`src/rtl/dci_pkg.sv`:
```
package dci_pkg;

    localparam int TCW = 8;

    typedef logic [TCW-1:0] tcnt_t;

    typedef enum logic [1:0] {
        CMD_ACT = 2'd0,
        CMD_PRE = 2'd1,
        CMD_RD  = 2'd2,
        CMD_WR  = 2'd3
    } cmd_e;

    typedef enum logic {
        BK_IDLE = 1'b0,
        BK_OPEN = 1'b1
    } bank_st_e;

    // value loaded so that a span of t gives a gap of t cycles
    function automatic tcnt_t arm_val(int unsigned t);
        return (t == 0) ? '0 : tcnt_t'(t - 1);
    endfunction

    function automatic tcnt_t tick(tcnt_t c);
        return (c == '0) ? '0 : c - tcnt_t'(1);
    endfunction

endpackage

```
`src/rtl/dci_timer.sv`:
```
module dci_timer
    import dci_pkg::*;
#(
    parameter int unsigned SPAN = 1
) (
    input  logic clk,
    input  logic rst,
    input  logic fire,
    output logic busy
);
    tcnt_t cnt;

    always_ff @(posedge clk) begin
        if (rst)       cnt <= '0;
        else if (fire) cnt <= arm_val(SPAN);
        else           cnt <= tick(cnt);
    end

    assign busy = (cnt != '0);
endmodule

```
`src/rtl/dci_group.sv`:
```
module dci_group
    import dci_pkg::*;
#(
    parameter int unsigned T_CCDL = 4,
    parameter int unsigned T_RTPL = 3
) (
    input  logic clk,
    input  logic rst,
    input  logic col_fire,
    input  logic rd_fire,
    output logic col_busy,
    output logic rtp_busy
);
    dci_timer #(.SPAN(T_CCDL)) u_ccdl (.clk(clk), .rst(rst), .fire(col_fire), .busy(col_busy));
    dci_timer #(.SPAN(T_RTPL)) u_rtpl (.clk(clk), .rst(rst), .fire(rd_fire),  .busy(rtp_busy));
endmodule

```
`src/rtl/dci_bank.sv`:
```
module dci_bank
    import dci_pkg::*;
#(
    parameter int          ROW_W   = 8,
    parameter int          LEN_W   = 8,
    parameter int unsigned ATOM    = 32,
    parameter int unsigned T_RCD   = 3,
    parameter int unsigned T_RCDWR = 2,
    parameter int unsigned T_RAS   = 8,
    parameter int unsigned T_RC    = 12,
    parameter int unsigned T_RP    = 5,
    parameter int unsigned T_WTP   = 5,
    parameter int unsigned T_RTP   = 2
) (
    input  logic             clk,
    input  logic             rst,
    input  logic             load,
    input  logic [ROW_W-1:0] ld_row,
    input  logic             ld_write,
    input  logic [LEN_W-1:0] ld_len,
    input  logic             col_rd_ok,
    input  logic             col_wr_ok,
    input  logic             act_ok,
    input  logic             grp_pre_ok,
    input  logic             grant,
    output logic             occupied,
    output logic             can_go,
    output cmd_e             go_kind,
    output logic [ROW_W-1:0] slot_row
);
    typedef struct packed {
        logic [ROW_W-1:0] row;
        logic             wr;
        logic [LEN_W-1:0] len;
    } slot_t;

    localparam logic [LEN_W:0] ATOM_W = (LEN_W+1)'(ATOM);

    slot_t            slot;
    logic             valid;
    logic [LEN_W:0]   sent;
    bank_st_e         st;
    logic [ROW_W-1:0] open_row;

    logic rcd_busy, rcdwr_busy, ras_busy, rc_busy, rp_busy, wtp_busy, rtp_busy;
    logic can_rd, can_wr, can_act, can_pre;
    logic fire_act, fire_pre, fire_rd, fire_wr;
    logic [LEN_W:0] sent_nx;
    logic           col_done;
    logic           row_hit;

    assign row_hit = (st == BK_OPEN) && (open_row == slot.row);
    assign can_rd  = valid && !slot.wr && row_hit && !rcd_busy   && col_rd_ok;
    assign can_wr  = valid &&  slot.wr && row_hit && !rcdwr_busy && col_wr_ok;
    assign can_act = valid && (st == BK_IDLE) && !rp_busy && !rc_busy && act_ok;
    assign can_pre = valid && (st == BK_OPEN) && (open_row != slot.row)
                     && !ras_busy && !wtp_busy && !rtp_busy && grp_pre_ok;

    always_comb begin
        if (can_rd)       go_kind = CMD_RD;
        else if (can_wr)  go_kind = CMD_WR;
        else if (can_act) go_kind = CMD_ACT;
        else              go_kind = CMD_PRE;
    end

    assign can_go   = can_rd || can_wr || can_act || can_pre;
    assign occupied = valid;
    assign slot_row = slot.row;

    assign fire_act = grant && (go_kind == CMD_ACT);
    assign fire_pre = grant && (go_kind == CMD_PRE);
    assign fire_rd  = grant && (go_kind == CMD_RD);
    assign fire_wr  = grant && (go_kind == CMD_WR);

    assign sent_nx  = sent + ATOM_W;
    assign col_done = (sent_nx >= {1'b0, slot.len});

    always_ff @(posedge clk) begin
        if (rst) begin
            valid    <= 1'b0;
            slot     <= '0;
            sent     <= '0;
            st       <= BK_IDLE;
            open_row <= '0;
        end else begin
            if (load) begin
                valid <= 1'b1;
                slot  <= '{row: ld_row, wr: ld_write, len: ld_len};
                sent  <= '0;
            end
            if (fire_act) begin
                st       <= BK_OPEN;
                open_row <= slot.row;
            end
            if (fire_pre) st <= BK_IDLE;
            if (fire_rd || fire_wr) begin
                if (col_done) begin
                    valid <= 1'b0;
                    sent  <= '0;
                end else begin
                    sent <= sent_nx;
                end
            end
        end
    end

    dci_timer #(.SPAN(T_RCD))   u_rcd   (.clk(clk), .rst(rst), .fire(fire_act), .busy(rcd_busy));
    dci_timer #(.SPAN(T_RCDWR)) u_rcdwr (.clk(clk), .rst(rst), .fire(fire_act), .busy(rcdwr_busy));
    dci_timer #(.SPAN(T_RAS))   u_ras   (.clk(clk), .rst(rst), .fire(fire_act), .busy(ras_busy));
    dci_timer #(.SPAN(T_RC))    u_rc    (.clk(clk), .rst(rst), .fire(fire_act), .busy(rc_busy));
    dci_timer #(.SPAN(T_RP))    u_rp    (.clk(clk), .rst(rst), .fire(fire_pre), .busy(rp_busy));
    dci_timer #(.SPAN(T_WTP))   u_wtp   (.clk(clk), .rst(rst), .fire(fire_wr),  .busy(wtp_busy));
    dci_timer #(.SPAN(T_RTP))   u_rtp   (.clk(clk), .rst(rst), .fire(fire_rd),  .busy(rtp_busy));


    pre_then_no_col_chk: assert property (@(posedge clk) disable iff (rst)
        fire_pre |=> !(fire_rd || fire_wr));


    load_only_empty_chk: assert property (@(posedge clk) disable iff (rst)
        load |-> !valid);

    generate
        if (T_RCD >= 2) begin : g_rcd_chk

            act_then_no_rd_chk: assert property (@(posedge clk) disable iff (rst)
                fire_act |=> !fire_rd);
        end
    endgenerate
endmodule

```
`src/rtl/dram_cmd_issue.sv`:
```
module dram_cmd_issue
    import dci_pkg::*;
#(
    parameter int          NUM_BANKS  = 4,
    parameter int          GRP_SHIFT  = 1,
    parameter int          ROW_W      = 8,
    parameter int          LEN_W      = 8,
    parameter int unsigned ATOM_BYTES = 32,
    parameter int unsigned T_RRD      = 4,
    parameter int unsigned T_RCD      = 3,
    parameter int unsigned T_RCDWR    = 2,
    parameter int unsigned T_RAS      = 8,
    parameter int unsigned T_RC       = 12,
    parameter int unsigned T_RP       = 5,
    parameter int unsigned T_CCD      = 2,
    parameter int unsigned T_CCDL     = 4,
    parameter int unsigned T_RTW      = 5,
    parameter int unsigned T_WTR      = 6,
    parameter int unsigned T_WTP      = 5,
    parameter int unsigned T_RTPL     = 3,
    parameter int unsigned BURST_LEN  = 4,
    parameter int unsigned DATA_RATIO = 2,
    localparam int BW = (NUM_BANKS > 1) ? $clog2(NUM_BANKS) : 1
) (
    input  logic             clk,
    input  logic             rst,
    input  logic             req_valid,
    output logic             req_ready,
    input  logic [BW-1:0]    req_bank,
    input  logic [ROW_W-1:0] req_row,
    input  logic             req_write,
    input  logic [LEN_W-1:0] req_len,
    input  logic             dq_full,
    output logic             cmd_valid,
    output logic [1:0]       cmd_kind,
    output logic [BW-1:0]    cmd_bank,
    output logic [ROW_W-1:0] cmd_row
);
    localparam int          NUM_GRPS = ((NUM_BANKS - 1) >> GRP_SHIFT) + 1;
    localparam int unsigned T_RTP    = BURST_LEN / DATA_RATIO;

    logic [NUM_BANKS-1:0] occupied, can_go, grant, load;
    logic [NUM_BANKS-1:0] col_rd_ok, col_wr_ok, grp_pre_ok;
    cmd_e                 kinds [NUM_BANKS];
    logic [ROW_W-1:0]     rows  [NUM_BANKS];

    logic [NUM_GRPS-1:0]  grp_col, grp_rd, ccdl_busy, rtpl_busy;
    logic                 ccd_busy, rrd_busy, rtw_busy, wtr_busy;

    logic                 pick_found;
    logic [BW-1:0]        pick_idx;
    logic [BW-1:0]        prio;
    cmd_e                 pick_kind;
    logic                 col_fire, rd_fire, wr_fire, act_fire, row_fire;

    // ---------------- request intake ----------------
    assign req_ready = !occupied[req_bank];

    // ---------------- per-bank slots ----------------
    generate
        for (genvar b = 0; b < NUM_BANKS; b++) begin : g_bank
            localparam int G = b >> GRP_SHIFT;

            assign load[b]       = req_valid && req_ready && (req_bank == BW'(b));
            assign grant[b]      = pick_found && (pick_idx == BW'(b));
            assign col_rd_ok[b]  = !ccd_busy && !ccdl_busy[G] && !wtr_busy && !dq_full;
            assign col_wr_ok[b]  = !ccd_busy && !ccdl_busy[G] && !rtw_busy && !dq_full;
            assign grp_pre_ok[b] = !rtpl_busy[G];

            dci_bank #(
                .ROW_W(ROW_W), .LEN_W(LEN_W), .ATOM(ATOM_BYTES),
                .T_RCD(T_RCD), .T_RCDWR(T_RCDWR), .T_RAS(T_RAS), .T_RC(T_RC),
                .T_RP(T_RP), .T_WTP(T_WTP), .T_RTP(T_RTP)
            ) u_bank (
                .clk(clk), .rst(rst),
                .load(load[b]), .ld_row(req_row), .ld_write(req_write), .ld_len(req_len),
                .col_rd_ok(col_rd_ok[b]), .col_wr_ok(col_wr_ok[b]),
                .act_ok(!rrd_busy), .grp_pre_ok(grp_pre_ok[b]),
                .grant(grant[b]),
                .occupied(occupied[b]), .can_go(can_go[b]),
                .go_kind(kinds[b]), .slot_row(rows[b])
            );
        end

        for (genvar g = 0; g < NUM_GRPS; g++) begin : g_grp
            dci_group #(.T_CCDL(T_CCDL), .T_RTPL(T_RTPL)) u_grp (
                .clk(clk), .rst(rst),
                .col_fire(grp_col[g]), .rd_fire(grp_rd[g]),
                .col_busy(ccdl_busy[g]), .rtp_busy(rtpl_busy[g])
            );
        end
    endgenerate

    // ---------------- rotating scan ----------------
    always_comb begin
        pick_found = 1'b0;
        pick_idx   = '0;
        for (int i = 0; i < NUM_BANKS; i++) begin : scan
            int j;
            j = int'(prio) + i;
            if (j >= NUM_BANKS) j = j - NUM_BANKS;
            if (!pick_found && can_go[j]) begin
                pick_found = 1'b1;
                pick_idx   = BW'(j);
            end
        end
    end

    assign pick_kind = kinds[pick_idx];
    assign rd_fire   = pick_found && (pick_kind == CMD_RD);
    assign wr_fire   = pick_found && (pick_kind == CMD_WR);
    assign act_fire  = pick_found && (pick_kind == CMD_ACT);
    assign col_fire  = rd_fire || wr_fire;
    assign row_fire  = pick_found && !col_fire;

    always_comb begin
        for (int g = 0; g < NUM_GRPS; g++) begin
            grp_col[g] = col_fire && ((int'(pick_idx) >> GRP_SHIFT) == g);
            grp_rd[g]  = rd_fire  && ((int'(pick_idx) >> GRP_SHIFT) == g);
        end
    end

    always_ff @(posedge clk) begin
        if (rst) begin
            prio <= '0;
        end else if (row_fire) begin
            prio <= (int'(pick_idx) == NUM_BANKS - 1) ? '0 : pick_idx + BW'(1);
        end
    end

    // ---------------- channel timers ----------------
    dci_timer #(.SPAN(T_CCD)) u_ccd (.clk(clk), .rst(rst), .fire(col_fire), .busy(ccd_busy));
    dci_timer #(.SPAN(T_RRD)) u_rrd (.clk(clk), .rst(rst), .fire(act_fire), .busy(rrd_busy));
    dci_timer #(.SPAN(T_RTW)) u_rtw (.clk(clk), .rst(rst), .fire(rd_fire),  .busy(rtw_busy));
    dci_timer #(.SPAN(T_WTR)) u_wtr (.clk(clk), .rst(rst), .fire(wr_fire),  .busy(wtr_busy));

    // ---------------- command bus ----------------
    assign cmd_valid = pick_found;
    assign cmd_kind  = pick_kind;
    assign cmd_bank  = pick_idx;
    assign cmd_row   = rows[pick_idx];


    dq_full_col_chk: assert property (@(posedge clk) disable iff (rst)
        (cmd_valid && dq_full) |-> (cmd_kind == CMD_ACT || cmd_kind == CMD_PRE));


    prio_hold_chk: assert property (@(posedge clk) disable iff (rst)
        col_fire |=> $stable(prio));


    cmd_on_loaded_chk: assert property (@(posedge clk) disable iff (rst)
        cmd_valid |-> occupied[cmd_bank]);

    generate
        if (T_CCD >= 2) begin : g_ccd_chk

            col_gap_chk: assert property (@(posedge clk) disable iff (rst)
                col_fire |=> !col_fire);
        end
        if (T_RRD >= 2) begin : g_rrd_chk

            act_gap_chk: assert property (@(posedge clk) disable iff (rst)
                act_fire |=> !act_fire);
        end
    endgenerate
endmodule

```
`config.mk`:
```
export PLATFORM = sky130hd
export DESIGN_NAME = dram_cmd_issue
export DESIGN_NICKNAME = d
export VERILOG_FILES = /design/src/rtl/dci_pkg.sv /design/src/rtl/dci_timer.sv /design/src/rtl/dci_group.sv /design/src/rtl/dci_bank.sv /design/src/rtl/dram_cmd_issue.sv
export SDC_FILE = /design/constraint.sdc
export NUM_CORES = 1
export LEC_CHECK = 0
export BUFFER_PORTS_ARGS = -buffer_cell sky130_fd_sc_hd__buf_2
export CORE_MARGIN = 5
export CORE_UTILIZATION = 59
export CTS_BUF_LIST = sky130_fd_sc_hd__clkbuf_4 sky130_fd_sc_hd__clkbuf_8
export CTS_CLUSTER_DIAMETER = 30
export CTS_CLUSTER_SIZE = 25
export DETAILED_ROUTE_END_ITERATION = 12
export PLACE_DENSITY_LB_ADDON = 0.15
export SLEW_MARGIN = 20
export SYNTH_ARGS = -nofsm -noshare
export SYNTH_HDL_FRONTEND = slang
export SYNTH_SLANG_ARGS = --single-unit
```
`constraint.sdc`:
```
create_clock -name clk -period 4.21 [get_ports clk]
set_input_delay 0.6315 -clock clk [delete_from_list [all_inputs] [get_ports clk]]
set_output_delay 0.6315 -clock clk [all_outputs]
set_load 0.01 [all_outputs]
```
==> key figures <==
Routing
  – Routed via count: 16.94k
  – Avg WL per Cell: 16.52 µm
  – Total Wirelength: 49,940 µm
  – Post-detailed-route count of antenna-violating nets: 0
  – DRT iter0 DRCs: 1,240
  – Drc violations: 0
  – Via density: 5.603
  – Drt first pass iters: 6

Yosys
  – Library cells used by synthesis: 83
  – Sequential area share after synthesis: 42.74%
  – Syn_area_per_cell: 8.308 µm²
  – Yosys warning count: 0
  – Number of synthesized flops with an enable pin: 0
  – Synth area leaders: dfxtp_1 (43%), nand2_1 (7.0%), nor2_1 (6.8%)
  – Synth Register Bits: 414
  – Post-synth top cells: dfxtp_1 (414), nand2_1 (363), nor2_1 (351)
  – Leading area contributor after synthesis: dfxtp_1
  – Top_reg_cell synth: dfxtp_1
  – Mapped Area: 19,390 µm²
  – Yosys top cell area share: 42.74%
  – Fraction of registers with async set/reset: 0%
  – Top-count cell post-synth: dfxtp_1
  – Synthesized Nets: 2,446
  – Post-synthesis instance total: 2,334

Die
  – Top-Level Pins: 37
  – Core Area: 32,450 µm²
  – Starting Density: 59.75%
  – Die height: 191.3 µm
  – Die ar.: 36,590 µm²
  – Rows: 66
  – DIE WIDTH: 191.3 µm

STA
  – Slew @ Worst Pin: 0.8100 ns
  – Slew HR: 46.00%
  – Min Hold Slack: 0.2562 ns
  – Skew final: 0.02724 ns
  – Fin. max-slew vios: 0
  – Max Fclk: 0.2318 GHz
  – # setup viols final: 10
  – Final Hold Fails: 0
  – Final setup margin: -0.1047 ns
  – Period utilization: 102.5%
  – Unrepaired setup endpoints after global routing: yes
  – Tmin final: 4.315 ns

Clock network
  – CTS tree: yes
  – H-Tree Depth: 3
  – CTS Buffer Depth: 3
  – Worst skew pair latency: 0.65 ns
  – CTS Buf Count: 83
  – Reg clk slew, reported paths: 0.07 ns
  – Clock sinks: 414
  – CTS root buffer: clkbuf_8
  – Hold-fix buffers, CTS: 0

GRT
  – First-pass GRT wire length: 80,900 µm
  – Vias in the first global route: 16.56k
  – GR Util All Layers: 26.84%
  – Initial antenna violation count: 1
  – Global route total overflow: 0
  – Largest net degree at the start of global routing: 92

Run status
  – Failing checks: setup timing
  – Status: finished with violations

Finish
  – Nets@finish: 2,625
  – Register Area: 8305 µm²
  – Antenna cell count: 0
  – Layout cell share with drive strength beyond 1: 17.47%
  – Area growth from synthesis to layout: 20.66%
  – Area of the multi-input gates: 11,090 µm²
  – Filler cell count in the final layout: 2,577

Setup path
  – Crit path largest cell delay: 0.43 ns
  – Endpoint class of the critical path: output pin
  – CP Class: flip-flop to output pin
  – Crit-path cells: or3_4, or4_4, or2_4, a2111oi_4, o31ai_2, a222oi_1, buf_4, buf_6, o21ai_1, a21boi_2, buf_2
  – Crit path buf inv count: 3
  – Reg2reg end: g_grp[1].u_grp.u_rtpl.cnt[4]$_SDFF_PP0_
  – CP required: 3.58 ns
  – CP max FO: 5
  – R2r setup slk: 0.17 ns
  – Critical path arrival: 3.68 ns
  – Reg2reg path depth: 15
  – CP top delay family: simple AND/OR/NAND/NOR gates
  – Worst path slowest cell: or4_4
  – R2r startpoint: g_bank[2].u_bank.u_wtp.cnt[5]$_SDFF_PP0_
  – Crit path launch type: flip-flop

Job
  – Max Cap Viol: 0

Power and ir drop
  – Static Leak: 0.009576 µW
  – PD cells: 746.7 nW/µm²
  – Design Power: 17,470 µW
  – Max VDD drop: 0.0005522 V

Hold path
  – Hold path cells: 3
  – Worst hold endpoint: g_bank[0].u_bank.slot[2]$_SDFFE_PP0P_
  – Hold WC Path Type: primary input to flip-flop
  – Hold_sp: req_len[2]

Placed design
  – Port Buffer Count: 36
  – DP HPWL: 34,450 µm
  – Placer congestion estimate: 0.9228
tightest hold or removal path: cells and delay by family:
family	cells	cell delay (ns)
buf+inv	1	0.13
simple gates	1	0.06
compound gates	1	0.05
how the worst max path moves through the flow:
stage / startpoint / cells after the start / slack, ns / end
6_report: g_bank[3].u_bank.u_rcdwr.cnt[3]$_SDFF_PP0_ / 11 / -0.10 / cmd_row[1]
5_1_grt: g_bank[3].u_bank.u_rcdwr.cnt[0]$_SDFF_PP0_ / 13 / -0.27 / cmd_row[1]
4_1_cts: g_bank[2].u_bank.u_wtp.cnt[5]$_SDFF_PP0_ / 10 / -0.15 / cmd_kind[0]
3_5_place_dp: u_wtr.cnt[0]$_SDFF_PP0_ / 12 / -0.30 / g_grp[1].u_grp.u_rtpl.cnt[6]$_SDFF_PP0_
3_3_place_gp: u_wtr.cnt[0]$_SDFF_PP0_ / 12 / -0.34 / g_grp[0].u_grp.u_rtpl.cnt[7]$_SDFF_PP0_
2_1_floorplan: dq_full / 15 / 0.13 / g_bank[2].u_bank.u_rcdwr.cnt[2]$_SDFF_PP0_
stage by stage:
stage	std cells	area, µm²	worst slack, ns	setup TNS [ns]	utilization (%)
floorplan	2334	19390	0.1350	0	-
global placement	2825	20470	-0.3426	-5.962	63.09
detailed placement	2825	20470	-0.2982	-4.829	63.09
CTS	3004	22960	-0.1479	-1.122	70.75
global route	3023	23400	-0.2652	-2.159	72.10
finish	3023	23400	-0.1047	-0.7030	72.10
cell families (layout without fill, tap and decap cells):
| kind of cell | count (synthesis) | in the layout | synth area share (%) |
|---|---|---|---|
| compound gates | 317 | 317 | 10.07 |
| simple gates | 1098 | 1098 | 26.65 |
| xor+xnor | 242 | 242 | 10.93 |
| mux | 12 | 12 | 0.6904 |
| buf+inv | 162 | 409 | 3.181 |
| flops | 414 | 414 | 42.74 |
| fa+ha+maj | 89 | 89 | 5.743 |
cell usage in the layout (no fill, tap or decap), types with 62 or more instances in the layout:
cell	instances
a21oi_1	184
buf_4	111
clkbuf_8	93
dfxtp_1	402
ha_1	87
inv_1	93
nand2_1	359
nand3_1	62
nor2_1	344
nor3_1	69
xnor2_1	125
xor2_1	117
final cells by class:
type                       count  area share (%)
clock buffer                 100           5.695
tap                          442           2.364
clock inverter                53           2.417
multi-input combinational   1758           47.40
sequential                   414           35.50
inverter                     100           1.626
timing repair buffer         156           5.005
power breakdown:
| part | switching, µW | internal [µW] | total [µW] |
|---|---|---|---|
| sequential | 1000 | 5030 | 6030 |
| combinational | 3750 | 3110 | 6860 |
| clock | 1960 | 2620 | 4590 |
| total | 6710 | 10800 | 17500 |
routing by layer:
| metal | GRT usage (%) | up-vias | wire (µm) |
|---|---|---|---|
| li1 | - | 8300 | - |
| met1 | 35.48 | 7999 | 22090 |
| met2 | 43.92 | 506 | 22950 |
| met3 | 5.278 | 130 | 3295 |
| met4 | 9.641 | 2 | 1580 |
| met5 | 0 | - | 18 |
sequential cells by signal, summed over array words and instances, names as in the netlist:
name                       flops
u_ccd.cnt                      8
prio                           2
g_bank.u_bank.slot_row        32
g_grp.u_grp.u_ccdl.cnt        16
g_bank.u_bank.u_rp.cnt        32
g_bank.u_bank.u_rc.cnt        32
g_bank.u_bank.u_rcdwr.cnt     32
g_bank.u_bank.open_row        32
g_bank.u_bank.u_ras.cnt       32
g_bank.u_bank.st               4
u_rrd.cnt                      8
g_bank.u_bank.occupied         4
g_bank.u_bank.slot            36
u_wtr.cnt                      8
u_rtw.cnt                      8
g_bank.u_bank.u_wtp.cnt       32
g_bank.u_bank.sent            16
g_grp.u_grp.u_rtpl.cnt        16
g_bank.u_bank.u_rtp.cnt       32
g_bank.u_bank.u_rcd.cnt       32
timing repair:
| action | in CTS | in global routing |
|---|---|---|
| buffers inserted | 25 | 18 |
| resized for setup | 92 | 65 |
| gates cloned | 2 | 1 |
| pin swaps | 18 | 26 |
| endpoints found under the setup margin | 30 | 22 |
(Power assumes the default switching activity.)
